### config.mk
export PLATFORM = sky130hd
export DESIGN_NAME = tmatch_row
export DESIGN_NICKNAME = d
export VERILOG_FILES = /design/src/rtl/tm_pkg.sv /design/src/rtl/tm_range_field.sv /design/src/rtl/tm_entry_cmp.sv /design/src/rtl/tm_first_hit.sv /design/src/rtl/tmatch_row.sv
export SDC_FILE = /design/constraint.sdc
export NUM_CORES = 1
export LEC_CHECK = 0
export ABC_AREA = 1
export BUFFER_PORTS_ARGS = -buffer_cell sky130_fd_sc_hd__buf_2
export CORE_AREA = 2 2 206 208
export CTS_CLUSTER_SIZE = 25
export DETAILED_ROUTE_END_ITERATION = 12
export DIE_AREA = 0 0 208 210
export HOLD_SLACK_MARGIN = 0.12
export PLACE_DENSITY = 0.51
export RECOVER_POWER = 25
export SLEW_MARGIN = 20
export SYNTH_ARGS = -nofsm -noshare
export SYNTH_HDL_FRONTEND = slang
export SYNTH_SLANG_ARGS = --single-unit
### constraint.sdc
create_clock -name clk -period 0.8 [get_ports clk]
set_input_delay 0 -clock clk [delete_from_list [all_inputs] [get_ports clk]]
set_output_delay 0 -clock clk [all_outputs]
set_load 0.01 [all_outputs]
### src/rtl/tm_pkg.sv
package tm_pkg;

   // One key bit agrees with the search bit under the current configuration.
   function automatic logic bit_agrees(input logic stored, input logic probe,
                                       input logic sel, input logic tern,
                                       input logic wild);
      return !sel || (tern && wild) || (stored == probe);
   endfunction

   // Number of bits needed to hold values 0..v.
   function automatic int unsigned bits_for(input int unsigned v);
      int unsigned n;
      n = 1;
      while ((1 << n) <= v) n++;
      return n;
   endfunction

endpackage

### src/rtl/tm_range_field.sv
module tm_range_field #(
   parameter int KEY_W   = 16,
   parameter int RANGE_W = 8,
   parameter int OFF_W   = 4,
   parameter int LEN_W   = 4
) (
   input  logic [KEY_W-1:0]   search_key,
   input  logic [OFF_W-1:0]   off,
   input  logic [LEN_W-1:0]   len,
   output logic [RANGE_W-1:0] field
);
   logic [KEY_W-1:0] shifted;

   always_comb begin
      shifted = search_key >> off;
      for (int i = 0; i < RANGE_W; i++) begin
         field[i] = (i < int'(len)) ? shifted[i] : 1'b0;
      end
   end
endmodule

### src/rtl/tm_entry_cmp.sv
module tm_entry_cmp
   import tm_pkg::*;
#(
   parameter int KEY_W    = 16,
   parameter int RANGE_W  = 8,
   parameter bit RANGE_ON = 1'b1
) (
   input  logic               valid,
   input  logic [KEY_W-1:0]   key,
   input  logic [KEY_W-1:0]   wild,
   input  logic [RANGE_W-1:0] lo,
   input  logic [RANGE_W-1:0] hi,
   input  logic [KEY_W-1:0]   search_key,
   input  logic [RANGE_W-1:0] field,
   input  logic [KEY_W-1:0]   bit_sel,
   input  logic [KEY_W-1:0]   tern_en,
   input  logic               rng_en,
   output logic               match
);
   logic [KEY_W-1:0] agree;
   logic             in_range;

   genvar b;
   generate
      for (b = 0; b < KEY_W; b++) begin : g_bit
         assign agree[b] = bit_agrees(key[b], search_key[b], bit_sel[b],
                                      tern_en[b], wild[b]);
      end

      if (RANGE_ON) begin : g_rng
         assign in_range = !rng_en || ((field >= lo) && (field <= hi));
      end else begin : g_no_rng
         assign in_range = 1'b1;
      end
   endgenerate

   assign match = valid && (&agree) && in_range;
endmodule

### src/rtl/tm_first_hit.sv
module tm_first_hit #(
   parameter int N_ENTRIES = 8,
   parameter int DATA_W    = 8,
   parameter int IDX_W     = 3
) (
   input  logic [N_ENTRIES-1:0]        match_vec,
   input  logic [N_ENTRIES*DATA_W-1:0] data_flat,
   output logic                        any,
   output logic [IDX_W-1:0]            idx,
   output logic [DATA_W-1:0]           data
);
   always_comb begin
      any  = 1'b0;
      idx  = '0;
      data = '0;
      for (int i = N_ENTRIES - 1; i >= 0; i--) begin
         if (match_vec[i]) begin
            any  = 1'b1;
            idx  = IDX_W'(i);
            data = data_flat[i*DATA_W +: DATA_W];
         end
      end
   end
endmodule

### src/rtl/tmatch_row.sv
module tmatch_row
   import tm_pkg::*;
#(
   parameter int N_ENTRIES = 8,
   parameter int KEY_W     = 16,
   parameter int RANGE_W   = 8,
   parameter int DATA_W    = 8,
   parameter bit RANGE_ON  = 1'b1,
   localparam int IDX_W    = $clog2(N_ENTRIES),
   localparam int OFF_W    = $clog2(KEY_W),
   localparam int LEN_W    = bits_for(RANGE_W)
) (
   input  logic                           clk,
   input  logic                           rst_n,
   input  logic                           in_valid,
   input  logic [KEY_W-1:0]               search_key,
   input  logic [N_ENTRIES-1:0]           row_valid,
   input  logic [N_ENTRIES*KEY_W-1:0]     row_key,
   input  logic [N_ENTRIES*KEY_W-1:0]     row_mask,
   input  logic [N_ENTRIES*RANGE_W-1:0]   row_lo,
   input  logic [N_ENTRIES*RANGE_W-1:0]   row_hi,
   input  logic [N_ENTRIES*DATA_W-1:0]    row_data,
   input  logic [KEY_W-1:0]               cfg_bit_sel,
   input  logic [KEY_W-1:0]               cfg_tern_en,
   input  logic                           cfg_rng_en,
   input  logic [OFF_W-1:0]               cfg_rng_off,
   input  logic [LEN_W-1:0]               cfg_rng_len,
   output logic                           out_valid,
   output logic [N_ENTRIES-1:0]           match_vec,
   output logic                           hit,
   output logic [IDX_W-1:0]               hit_idx,
   output logic [DATA_W-1:0]              hit_data
);
   generate
      if (N_ENTRIES < 2) begin : g_bad_n
         $error("tmatch_row: N_ENTRIES must be at least 2");
      end
      if (KEY_W < 2) begin : g_bad_key
         $error("tmatch_row: KEY_W must be at least 2");
      end
      if (RANGE_W < 1 || RANGE_W > KEY_W) begin : g_bad_rng
         $error("tmatch_row: RANGE_W must lie in 1..KEY_W");
      end
      if (DATA_W < 1) begin : g_bad_data
         $error("tmatch_row: DATA_W must be at least 1");
      end
   endgenerate

   logic [RANGE_W-1:0]   field;
   logic [N_ENTRIES-1:0] mv_c;
   logic                 any_c;
   logic [IDX_W-1:0]     idx_c;
   logic [DATA_W-1:0]    data_c;

   generate
      if (RANGE_ON) begin : g_field
         tm_range_field #(
            .KEY_W  (KEY_W),
            .RANGE_W(RANGE_W),
            .OFF_W  (OFF_W),
            .LEN_W  (LEN_W)
         ) u_field (
            .search_key(search_key),
            .off       (cfg_rng_off),
            .len       (cfg_rng_len),
            .field     (field)
         );
      end else begin : g_no_field
         assign field = '0;
      end
   endgenerate

   genvar e;
   generate
      for (e = 0; e < N_ENTRIES; e++) begin : g_ent
         tm_entry_cmp #(
            .KEY_W   (KEY_W),
            .RANGE_W (RANGE_W),
            .RANGE_ON(RANGE_ON)
         ) u_cmp (
            .valid     (row_valid[e]),
            .key       (row_key[e*KEY_W +: KEY_W]),
            .wild      (row_mask[e*KEY_W +: KEY_W]),
            .lo        (row_lo[e*RANGE_W +: RANGE_W]),
            .hi        (row_hi[e*RANGE_W +: RANGE_W]),
            .search_key(search_key),
            .field     (field),
            .bit_sel   (cfg_bit_sel),
            .tern_en   (cfg_tern_en),
            .rng_en    (cfg_rng_en),
            .match     (mv_c[e])
         );
      end
   endgenerate

   tm_first_hit #(
      .N_ENTRIES(N_ENTRIES),
      .DATA_W   (DATA_W),
      .IDX_W    (IDX_W)
   ) u_first (
      .match_vec(mv_c),
      .data_flat(row_data),
      .any      (any_c),
      .idx      (idx_c),
      .data     (data_c)
   );

   always_ff @(posedge clk or negedge rst_n) begin
      if (!rst_n) begin
         out_valid <= 1'b0;
         match_vec <= '0;
         hit       <= 1'b0;
         hit_idx   <= '0;
         hit_data  <= '0;
      end else begin
         out_valid <= in_valid;
         match_vec <= in_valid ? mv_c : '0;
         hit       <= in_valid && any_c;
         hit_idx   <= in_valid ? idx_c : '0;
         hit_data  <= in_valid ? data_c : '0;
      end
   end
endmodule

# ---- Yosys cells after proc, flatten, opt, wreduce, memory -nomap -nowiden
# Cells that the tools add are included.
dict set report totals {
  latch_bits 0
  mem_bits_ro 0
  ff_bits 21
  elab_cells 635
  output_inout_bits 21
  memories 0
  ram_bits 0
}
dict set report classes {
  bitwise 0
  multipliers 0
  div_mod_pow 0
  order_cmp 24
  shifts 1
  n_eq_ne 128
  n_mux 35
  add_sub_neg 0
  reduce_logical 442
}
# operator n
set op_table {}
lappend op_table {{1-bit logical OR} 264}
lappend op_table {{1-bit logical AND} 153}
lappend op_table {{1-bit == test} 128}
lappend op_table {{16-bit AND reduction} 8}
lappend op_table {{8-bit 2-to-1 mux} 10}
lappend op_table {{8-bit >= comparator} 8}
lappend op_table {{8-bit <= comparator} 8}
lappend op_table {{3-bit 2-to-1 mux} 9}
lappend op_table {{1-bit logical NOT} 17}
lappend op_table {{3-bit by 4-bit less-than comparator with 1-bit output (first input constant)} 4}
lappend op_table {{1-bit 2-to-1 mux} 16}
lappend op_table {{16-bit by 4-bit >> shifter with 8-bit output} 1}
lappend op_table {{1-bit by 4-bit less-than comparator with 1-bit output (first input constant)} 2}
lappend op_table {{2-bit by 4-bit less-than comparator with 1-bit output (first input constant)} 2}

# ---- Depth between registers and ports, before layout
# Gate-level depths: netlist of the first run.
dict set report depth {
  word_depth 15
  ltp_mapped 32
  ltp_nobuf 30
}

# ---- Cells and area by module
# A second synthesis of the first run with hierarchy kept.
dict set report hier_totals {
  cells_unflattened 1797
  area_unflattened_um2 9082.5
}
# module n_inst cells_each seq_area_each_um2 area_per_inst_um2
set modules_own_cells {}
lappend modules_own_cells {tm_entry_cmp 8 177 0.0 859.6}
lappend modules_own_cells {tm_range_field 1 147 0.0 758.2}
lappend modules_own_cells {tm_first_hit 1 171 0.0 749.5}
lappend modules_own_cells {tmatch_row 1 63 525.5 698.2}

# ---- Least setup slack after synthesis of the first run
# Ideal clock, no wire load.
dict set report synth_path {
  kind {in2reg}
  start {input search_key[15]}
  end {register hit_data[0]}
  path_stages 23
  arrival_time_ns 3.819
  path_slack_ns -3.096
  setup_time_ns 0.077
  path_cell_list {buf_2 > clkbuf_1 > inv_1 > o21ai_0 > o21ai_0 > or2_2 > a211oi_1 > ha_1 > a21oi_1 > nor2_1 > a211oi_1 > nand2_1 > nand2_1 > nand2_1 > a21oi_1 > and2_1 > buf_2 > nand2_1 > nand3_1 > nand2_1 > nand2_1 > nand2_1 > a21oi_1}
}
dict set report synth_via {
  elab_chain_len 15
}
# element line_no
set synth_rtl {}
lappend synth_rtl {{start: declaration} tmatch_row.sv:16} ;# input logic [KEY_W-1:0] search_key,
lappend synth_rtl {{16-bit by 4-bit >> shifter with 8-bit output} tm_range_field.sv:15} ;# shifted = search_key >> off;
lappend synth_rtl {{1-bit 2-to-1 mux} tm_range_field.sv:17} ;# field[i] = (i < int'(len)) ? shifted[i] : 1'b0;
lappend synth_rtl {{8-bit >= comparator or 8-bit <= comparator (tied branches)} tm_entry_cmp.sv:31} ;# assign in_range = !rng_en || ((field >= lo) && (field <= hi));
lappend synth_rtl {{1-bit logical AND} tm_entry_cmp.sv:31}
lappend synth_rtl {{1-bit logical OR} tm_entry_cmp.sv:31}
lappend synth_rtl {{1-bit logical AND} tm_entry_cmp.sv:37} ;# assign match = valid && (&agree) && in_range;
lappend synth_rtl {{8-bit 2-to-1 mux (7 in a row)} tm_first_hit.sv:17} ;# if (match_vec[i]) begin
lappend synth_rtl {{8-bit 2-to-1 mux (*)} tm_first_hit.sv:17}
lappend synth_rtl {{8-bit 2-to-1 mux (*)} tmatch_row.sv:120} ;# hit_data <= in_valid ? data_c : '0;
lappend synth_rtl {{end signal: assignment} tmatch_row.sv:120}
lappend synth_rtl {{end: declaration} tmatch_row.sv:32} ;# output logic [DATA_W-1:0] hit_data
# Every way passes the cells marked *; elsewhere a longest branch is shown, timed or not.

# ---- Worst setup path after layout of the first run
dict set report layout_path {
  start {input cfg_rng_off[0]}
  end {register hit_idx[0]}
}
dict set report layout_via {
  elab_chain_len 15
}
# element line_no
set layout_rtl {}
lappend layout_rtl {{start: declaration} tmatch_row.sv:26} ;# input logic [OFF_W-1:0] cfg_rng_off,
lappend layout_rtl {{16-bit by 4-bit >> shifter with 8-bit output (*)} tm_range_field.sv:15}
lappend layout_rtl {{1-bit 2-to-1 mux} tm_range_field.sv:17}
lappend layout_rtl {{8-bit >= comparator or 8-bit <= comparator (tied branches)} tm_entry_cmp.sv:31}
lappend layout_rtl {{1-bit logical AND} tm_entry_cmp.sv:31}
lappend layout_rtl {{1-bit logical OR} tm_entry_cmp.sv:31}
lappend layout_rtl {{1-bit logical AND} tm_entry_cmp.sv:37}
lappend layout_rtl {{3-bit 2-to-1 mux (7 in a row)} tm_first_hit.sv:17}
lappend layout_rtl {{3-bit 2-to-1 mux (*)} tm_first_hit.sv:17}
lappend layout_rtl {{3-bit 2-to-1 mux (*)} tmatch_row.sv:119} ;# hit_idx <= in_valid ? idx_c : '0;
lappend layout_rtl {{end signal: assignment} tmatch_row.sv:119}
lappend layout_rtl {{end: declaration} tmatch_row.sv:31} ;# output logic [IDX_W-1:0] hit_idx,
# Marks and branches as above.

==> results of run 1 <==
-- final timing paths --
| path | slack, ns | from | to | cells after the start |
|---|---|---|---|---|
| max | -2.16 | cfg_rng_off[0] | hit_idx[0] | 28 |
| min | 0.12 | in_valid | hit_idx[2] | 3 |
| max in group asynchronous | 0.19 | rst_n | hit_data[0] | 2 |
| min in group asynchronous | 0.25 | rst_n | match_vec[5] | 2 |
-- cells by family (layout without fill, tap and decap cells) --
| group | Yosys count | count (layout) | synth area share, % |
|---|---|---|---|
| AND/OR/NAND/NOR | 537 | 540 | 30.94 |
| AO/OA/AOI/OAI | 354 | 354 | 27.54 |
| buffers and inverters | 265 | 1048 | 13.42 |
| adder cells (fa/ha/maj) | 112 | 112 | 17.62 |
| XOR/XNOR | 34 | 34 | 3.744 |
| flip-flops | 21 | 21 | 6.607 |
| multiplexers | 1 | 1 | 0.1259 |
| other | 0 | 13 | 0 |
-- power by group --
| group | switching [mW] | total, mW | internal, mW |
|---|---|---|---|
| Combinational | 4.51 | 8.84 | 4.33 |
| Clock | 0.400 | 1.08 | 0.680 |
| Sequential | 0.00973 | 1.10 | 1.09 |
| Total | 4.91 | 11.0 | 6.10 |
-- flip-flops by register name, summed over array words and instances, names as in the netlist --
register,flops
match_vec,8
out_valid,1
hit_data,8
hit,1
hit_idx,3
-- cell type report --
type | instances | area, sq um | share of cell area [%]
antenna | 13 | 32.53 | 0.2133
clock buffer | 4 | 78.83 | 0.5167
inverter | 214 | 824.5 | 5.405
multi-input combinational | 1041 | 7625 | 49.98
sequential | 21 | 525.5 | 3.445
tap | 539 | 674.4 | 4.421
timing repair buffer | 830 | 5494 | 36.02
-- metal layers --
| metal | part of all wire, % | GRT usage [%] | up-vias |
|---|---|---|---|
| met1 | 40 | 27.14 | 5714 |
| met3 | 5.0 | 3.039 | 83 |
| met2 | 52 | 44.37 | 456 |
| li1 | - | - | 6144 |
| met4 | 2.8 | 5.185 | 10 |
| met5 | 0.11 | 0 | - |
-- synthesized netlist by cell type, drive strengths merged --
cell,n,area (sq um)
nand2,304,1207
inv,213,802.0
ha,112,1401
a21oi,111,559.3
o21ai,104,520.5
nor2,79,321.6
or2,48,300.3
nand3,47,245.2
a221oi,43,376.6
a211oi,42,315.3
xor2,33,289.0
nand4,28,175.2
clkbuf,27,101.4
buf,24,160.1
dfrtp,21,525.5
nor4,14,93.84
a31oi,11,68.82
o211ai,10,75.07
a2111oi,9,78.83
nor3,5,30.03
o21bai,5,37.54
a22oi,4,30.03
a32o,3,30.03
nand3b,3,22.52
nor4b,3,26.28
o221ai,3,26.28
a32oi,2,17.52
and2,2,12.51
and3,2,12.51
a211o,1,8.760
a21boi,1,7.510
a21o,1,7.510
a311oi,1,8.760
clkinv,1,3.750
mux2i,1,10.01
nor3b,1,7.510
o2111ai,1,8.760
o22ai,1,6.260
o31ai,1,7.510
or3,1,6.260
xnor2,1,8.760
-- critical path, cell delays in order --
cell      delay (ns)
buf_12          0.10
buf_12          0.13
nand2_4         0.04
o21ai_2         0.05
inv_1           0.06
nand2_1         0.07
o21ai_2         0.06
buf_4           0.14
nand2_4         0.07
nand3_4         0.06
a211oi_4        0.33
buf_12          0.19
buf_12          0.11
ha_4            0.19
a21oi_2         0.12
nor2_1          0.06
a211oi_2        0.19
nand2_1         0.10
nand2_2         0.10
nand2_4         0.07
nand2_4         0.07
nand2_4         0.06
and2_4          0.21
buf_6           0.12
o21ai_1         0.14
nand2_1         0.07
nand2_1         0.08
a21oi_2         0.05
-- timing repair --
| action | in CTS | in global routing |
|---|---|---|
| gates cloned | 8 | 0 |
| endpoints found under the hold margin | 30 | 0 |
| gates resized for setup | 235 | 92 |
| hold buffers | 18 | 0 |
| pin swaps | 76 | 77 |
| buffers inserted | 38 | 30 |
| endpoints found under the setup margin | 20 | 22 |
==> results.py, run 1 <==
metrics = {
    "drt": {
        "antenna_left": 0,
        "drc": 0,
        "wl_mm": 53.48,
        "wl_per_cell_microns": 20.09,
        "dr.pass1.iters": 5,
        "route.vias.total": 12410,
        "vias_per_cell": 4.661,
        "drt-initial-drc-count": 579,
    },
    "grt": {
        "track_usage_pct": 23.14,
        "grt_pass1_vias": 12620,
        "antenna_found_initial": 24,
        "grt_pass1_wl_mm": 76.43,
        "grt_max_degree": 22,
        "grt_overflow_total": 0,
    },
    "floorplan": {
        "start_util_pct": 19.18,
        "rows": 75,
        "die_w_microns": 208,
        "die-area_sq_um": 43680,
        "die_y_microns": 210,
        "core_sq_um": 41480,
        "io_pins": 537,
    },
    "yosys": {
        "postSynthAreaPerCell_sq_um": 6.007,
        "synthCells": 1324,
        "netlist_area_sq_um": 7954,
        "synth_warnings": 0,
        "ys_seq_area_share_pct": 6.607,
        "yosysUniqueCellTypes": 58,
        "synth_nets": 1952,
        "synth_seq_cells": 21,
    },
    "cells_and_area": {
        "fillCellCount": 4511,
        "final_cell_mix": "buf_2 (529), nand2_1 (246), buf_4 (210)",
        "drive_above_1_share_pct": 51.18,
        "fin_nets": 2739,
        "finalNonFillerCells": 2662,
        "final_common_cell": "buf_2",
        "area_growth_pct": 91.79,
        "utilization_pct": 36.78,
        "design_area_sq_um": 15250,
    },
    "setup_path": {
        "critical_path_arrival_ns": 3.10,
        "cp_data_required_time_ns": 0.94,
        "critical_path_class": "in2reg",
        "startpoint_type": "input port",
        "endpoint_kind": "flip-flop",
        "critical_path.max_fanout": 8,
    },
    "timing": {
        "rsz0062_at_grt": "true",
        "finalSetupTns_ns": -39.04,
        "tightest_slew_ns": 0.8664,
        "period_share_pct": 369.9,
        "setup-violations-final": 20,
        "max_freq_mhz": 337.9,
        "hold_viol": 0,
        "finalMaxSlewViolations": 0,
        "finalHoldWorstSlack_ns": 0.1235,
        "slew_headroom_pct": 41.71,
        "fin_crit_ns": 2.959,
        "timing.final.ws_setup_ns": -2.159,
    },
    "outcome": {
        "violations": "setup timing",
        "outcome": "finished, violations left",
    },
    "clock_network": {
        "clock_path_buffers": 2,
        "tritoncts": "done",
        "cts_buffers": 3,
        "clkTransAtPathRegs_ns": 0.06,
        "cts_root_buf": "clkbuf_16",
        "cts_sinks": 21,
        "cts_max_level": 1,
    },
    "placed_design": {
        "placed_cell_area_sq_um": 12820,
        "place.gp.congestion": 0.9152,
        "dp_cells": 2556,
        "pre_cts_slack_ns": -2.817,
        "port_buffers": 536,
        "dp_hpwl_mm": 45.63,
    },
    "worst_hold_path": {
        "hp-class": "in2reg",
    },
    "power_and_ir_drop": {
        "power_per_cell_area_nw_per_um2": 722.3,
        "total_power_mw": 11.02,
        "vdd_drop_max_mv": 0.6456,
        "leakage_nw": 8.112,
    },
    "run": {
        "drv_cap": 0,
    },
}
No activity file was read; power rests on OpenSTA's default activity.
==> inputs of run 2 (changes only) <==
Settings changed: CTS_BUF_LIST from default to sky130_fd_sc_hd__clkbuf_8, SKIP_CTS_REPAIR_TIMING from default to 1.
==> run 2 against run 1 <==
The flow still finishes with violations (setup timing). Clock power fell by 37%. Via count fell by 2.1%. Sequential power barely moved. Core utilization fell by 3.0 points. Critical path type unchanged.
==> results.py, run 2 (synthesis results as in run 1) <==
metrics = {
    "clock_network": {
        "clock_path_buffers": 2,
        "cts_sinks": 21,
        "clkTransAtPathRegs_ns": 0.08,
        "cts_max_level": 1,
        "cts_root_buf": "clkbuf_8",
        "cts_buffers": 3,
        "tritoncts": "done",
    },
    "cells_and_area": {
        "area_growth_pct": 76.15,
        "finalNonFillerCells": 2616,
        "final_common_cell": "buf_2",
        "reg_top3": "hit_data x8, match_vec x8, hit_idx x3",
        "final_cell_mix": "buf_2 (533), nand2_1 (269), inv_1 (205)",
        "drive_above_1_share_pct": 46.04,
        "fin_nets": 2699,
    },
    "power_and_ir_drop": {
        "leakage_nw": 7.745,
        "combPwrFrac_pct": 81.7,
        "power.internal_mw": 5.252,
        "power_per_cell_area_nw_per_um2": 696.6,
        "vdd_drop_max_mv": 0.5038,
        "p_sw_mw": 4.507,
        "switching_share_pct": 46.18,
        "pwr-share-clk_pct": 7.0,
        "power_frac_seq_pct": 11.3,
    },
    "setup_path": {
        "critical_path_arrival_ns": 3.17,
        "worst-path-stages": 23,
        "endpoint_kind": "flip-flop",
        "crit_top_cell": "nand2_1",
        "critical_path_class": "in2reg",
        "slowest_delay_ns": 0.30,
        "cpMaxStageDelayCell": "a32o_2",
        "crit_start": "search_key[1]",
        "crit_chain": "buf_2 > buf_4 > nand2_1 > a31oi_4 > o21ai_2 > a32o_2 > buf_12 > ha_1 > inv_1 > nand2_1 > a21oi_1 > nand2_1 > nand2_1 > inv_1 > a21oi_1 > o21ai_2 > nand2_4 > nand2_4 > nand2_4 > clkinvlp_4 > or2_4 > a31oi_2 > nor3_2",
        "cp_top_family": "compound AO/OA/AOI/OAI gates",
        "cp_data_required_time_ns": 0.95,
        "critical_path.max_fanout": 8,
        "cp_num_buf_inv": 6,
        "startpoint_type": "input port",
    },
    "placed_design": {
        "dp_hpwl_mm": 45.63,
        "pre_cts_slack_ns": -2.817,
        "dp_cells": 2556,
        "place.gp.congestion": 0.9152,
        "port_buffers": 536,
    },
    "worst_hold_path": {
        "holdPathStages": 5,
        "hp-class": "in2reg",
        "worstHoldStart": "row_data[10]",
    },
    "outcome": {
        "violations": "setup timing",
        "outcome": "finished, violations left",
    },
    "timing": {
        "setup-violations-final": 21,
        "slew_headroom_pct": 29.92,
        "finalSetupTns_ns": -41.08,
        "period_share_pct": 377.3,
        "hold_viol": 0,
        "timing.final.ws_setup_ns": -2.219,
        "finalHoldWorstSlack_ns": 0.08656,
        "tightest_slew_ns": 1.042,
        "finalMaxSlewViolations": 0,
        "rsz0062_at_grt": "true",
        "fin_crit_ns": 3.019,
        "max_freq_mhz": 331.3,
    },
    "drt": {
        "wl_mm": 52.34,
        "vias_per_cell": 4.641,
        "drt-initial-drc-count": 576,
        "drc": 0,
        "route.vias.total": 12140,
        "wl_per_cell_microns": 20.01,
        "dr.pass1.iters": 5,
        "antenna_left": 0,
    },
    "grt": {
        "grt_pass1_wl_mm": 72.17,
        "grt_pass1_vias": 11890,
        "antenna_found_initial": 19,
        "grt_overflow_total": 0,
        "grt_max_degree": 22,
        "track_usage_pct": 21.82,
    },
    "floorplan": {
        "rows": 75,
        "core_sq_um": 41480,
        "die-area_sq_um": 43680,
        "start_util_pct": 19.18,
        "io_pins": 537,
        "die_y_microns": 210,
        "die_w_microns": 208,
    },
    "run": {
        "drv_cap": 0,
    },
}
[run 2: path summary, 6_finish.rpt]
kind	to	slack (ns)
worst min-delay path	hit_data[2]	0.09
worst max-delay path	hit_idx[1]	-2.22
max in group asynchronous	match_vec[6]	0.19
min in group asynchronous	hit	0.25
[run 2: layout make-up]
class                      count  area, sq um
fill                        4650        27470
antenna                        7        17.52
clock inverter                 1        3.754
tap                          539        674.4
inverter                     214        814.5
timing repair buffer         791         4972
sequential                    21        525.5
clock buffer                   3        41.29
multi-input combinational   1040         6962
[run 2: power groups by stage]
stage | registers [mW] | clock network, mW | logic, mW
3_3_place_gp | 1.12 | 0 | 7.06
4_1_cts | 1.10 | 0.700 | 7.21
2_1_floorplan | 1.14 | 0 | 3.27
5_1_grt | 1.10 | 0.755 | 8.83
6_report | 1.10 | 0.685 | 7.97
3_5_place_dp | 1.12 | 0 | 7.18
[run 2: tightest hold or removal path, delay by kind of cell]
| kind | cells | cell delay, ns |
|---|---|---|
| compound gates | 1 | 0.05 |
| buf+inv | 2 | 0.16 |
| simple gates | 2 | 0.10 |
[run 2: per-stage QoR]
step           total power, mW  cell area, sq um  util (%)
2_1_floorplan            4.403              8063         -
3_3_place_gp             8.184             12820     30.92
3_5_place_dp             8.299             12820     30.92
5_1_grt                  10.68             14000     33.76
6_report                 9.759             14010     33.78
4_1_cts                  9.007             12870     31.03
[run 2: per-layer routing]
layer,share of wire (%),up-vias,GRT usage (%)
met1,41,5575,26.09
met2,52,428,41.52
met5,0.13,-,0
met3,4.9,74,2.712
li1,-,6052,-
met4,2.5,12,4.475
==> inputs of run 3 (changes only) <==
Settings changed: BUFFER_PORTS_ARGS -buffer_cell sky130_fd_sc_hd__buf_2 to default, CORE_AREA 2 2 206 208 to 2 2 209 211, DIE_AREA 0 0 208 210 to 0 0 211 213, DONT_BUFFER_PORTS from default to 1, PLACE_DENSITY 0.51 to 0.39.
==> run 3 against run 2 <==
The run ends with hold timing, setup timing left. Worst setup slack gained 0.27 ns. Fmax grew 9.6%. Sequential power is essentially flat. Sequential share of layout area grew 0.94 points. Routed wire length shrank 7.4%. Total power shrank 16%. Via count shrank 17%. Hold slack lost 0.34 ns. Count of clock-buffer cells in the layout is the same. Final cell count shrank 23%. Combinational power shrank 21%.
==> results.py, run 3 (synthesis results as in run 1) <==
metrics = {
    "cells_and_area": {
        "utilization_pct": 26.26,
        "ff_latch_area_sq_um": 525.5,
        "area_growth_pct": 40.95,
        "final_cell_mix": "nand2_1 (250), inv_1 (196), buf_4 (143)",
        "final_common_cell": "nand2_1",
        "design_area_sq_um": 11210,
        "fin_nets": 2096,
        "reg_top3": "hit_data x8, match_vec x8, hit_idx x3",
        "multi_input_area_sq_um": 7347,
        "fillCellCount": 4836,
        "drive_above_1_share_pct": 29.04,
    },
    "timing": {
        "hold_viol": 15,
        "rsz0062_at_grt": "true",
        "finalHoldWorstSlack_ns": -0.2506,
        "timing.final.ws_setup_ns": -1.953,
        "period_share_pct": 344.1,
        "slew_headroom_pct": 27.70,
        "max_freq_mhz": 363.2,
        "fin_crit_ns": 2.753,
        "setup-violations-final": 20,
        "tightest_slew_ns": 1.081,
        "finalSetupTns_ns": -35.08,
        "finalMaxSlewViolations": 0,
    },
    "power_and_ir_drop": {
        "vdd_drop_max_mv": 0.4869,
        "power_per_cell_area_nw_per_um2": 730.4,
        "leakage_nw": 5.350,
    },
    "setup_path": {
        "critical_path_class": "in2reg",
        "critical_path.max_fanout": 9,
        "startpoint_type": "input port",
        "cp_data_required_time_ns": 0.96,
        "critical_path_arrival_ns": 2.91,
        "cp-endpoint": "hit_data[1]",
        "crit_start": "search_key[13]",
        "endpoint_kind": "flip-flop",
    },
    "drt": {
        "drt-initial-drc-count": 585,
        "wl_per_cell_microns": 24.03,
        "drc": 0,
        "route.vias.total": 10080,
        "antenna_left": 0,
        "dr.pass1.iters": 5,
        "vias_per_cell": 4.999,
        "wl_mm": 48.44,
    },
    "clock_network": {
        "clock_path_buffers": 2,
        "cts_sinks": 21,
        "clkTransAtPathRegs_ns": 0.09,
        "tritoncts": "done",
        "cts_root_buf": "clkbuf_8",
        "cts_max_level": 1,
        "cts_buffers": 3,
    },
    "outcome": {
        "violations": "hold timing, setup timing",
        "outcome": "finished, violations left",
    },
    "floorplan": {
        "start_util_pct": 18.63,
        "rows": 76,
        "io_pins": 537,
        "die_y_microns": 213,
        "die-area_sq_um": 44940,
        "core_sq_um": 42700,
        "die_w_microns": 211,
    },
    "grt": {
        "grtUsageMet3_pct": 2.795,
        "track_usage_pct": 19.57,
        "grt_pass1_wl_mm": 64.43,
        "busiest_layer": "met2",
        "use_met2_pct": 37.07,
        "grt_max_degree": 27,
        "grt_overflow_total": 0,
        "grt_pass1_vias": 9689,
        "grtUsageMet1_pct": 23.49,
        "antenna_found_initial": 4,
    },
    "placed_design": {
        "pre_cts_slack_ns": -2.838,
        "place.gp.congestion": 0.9054,
        "placed_cell_area_sq_um": 9733,
        "port_buffers": 0,
        "dp_hpwl_mm": 42.05,
    },
    "worst_hold_path": {
        "holdPathStages": 0,
        "hp-class": "in2reg",
    },
    "run": {
        "drv_cap": 0,
    },
}
-- run 3: critical path, cell delays in order --
cell	delay (ns)
inv_8	0.02
o21ai_4	0.15
o21ai_2	0.09
buf_4	0.13
or2_4	0.25
a211oi_4	0.26
buf_4	0.16
buf_12	0.12
buf_12	0.10
ha_4	0.19
a21oi_2	0.11
nor2_1	0.05
a211oi_2	0.22
nand2_1	0.09
nand2_2	0.11
nand2_4	0.08
nand2_8	0.11
buf_12	0.11
nand2_8	0.05
o21ai_0	0.19
inv_1	0.06
nand2_1	0.06
nand2_1	0.06
nand2_1	0.07
a21oi_1	0.05
-- run 3: layout make-up --
cell class	count	share of cell area, %
repair buffers	185	15.37
diodes	3	0.06696
inverters	214	7.712
clock buffers	3	0.3683
multi-input cells	1042	65.54
well taps	546	6.094
flip-flops and latches	21	4.687
clock inverters	1	0.06696
repair inverters	1	0.1004
-- run 3: report_power, final --
group          total (mW)  switching (mW)  internal [mW]
clock               0.745           0.392          0.353
sequential           1.12          0.0330           1.09
combinational        6.32            3.33           2.99
total                8.19            3.76           4.43
-- run 3: how the worst min path moves through the flow --
stage | start | to | slack [ns]
after floorplan | rst_n | hit | -0.30
after global placement | rst_n | hit_idx[0] | -0.30
after detailed placement | rst_n | match_vec[4] | -0.30
after CTS | rst_n | match_vec[3] | -0.59
after global routing | in_valid | out_valid | -0.26
final | in_valid | out_valid | -0.25
-- run 3: through the flow --
step,cells,power (mW)
final,2016,8.189
after global routing,2015,8.987
after CTS,1972,7.105
after floorplan,1324,4.403
after global placement,1968,6.290
after detailed placement,1968,6.359
-- run 3: layer usage --
metal / wire [microns] / part of all wire (%)
met1: 19300 / 40
met2: 25460 / 53
met3: 2708 / 5.6
met4: 954 / 2.0
met5: 16 / 0.033
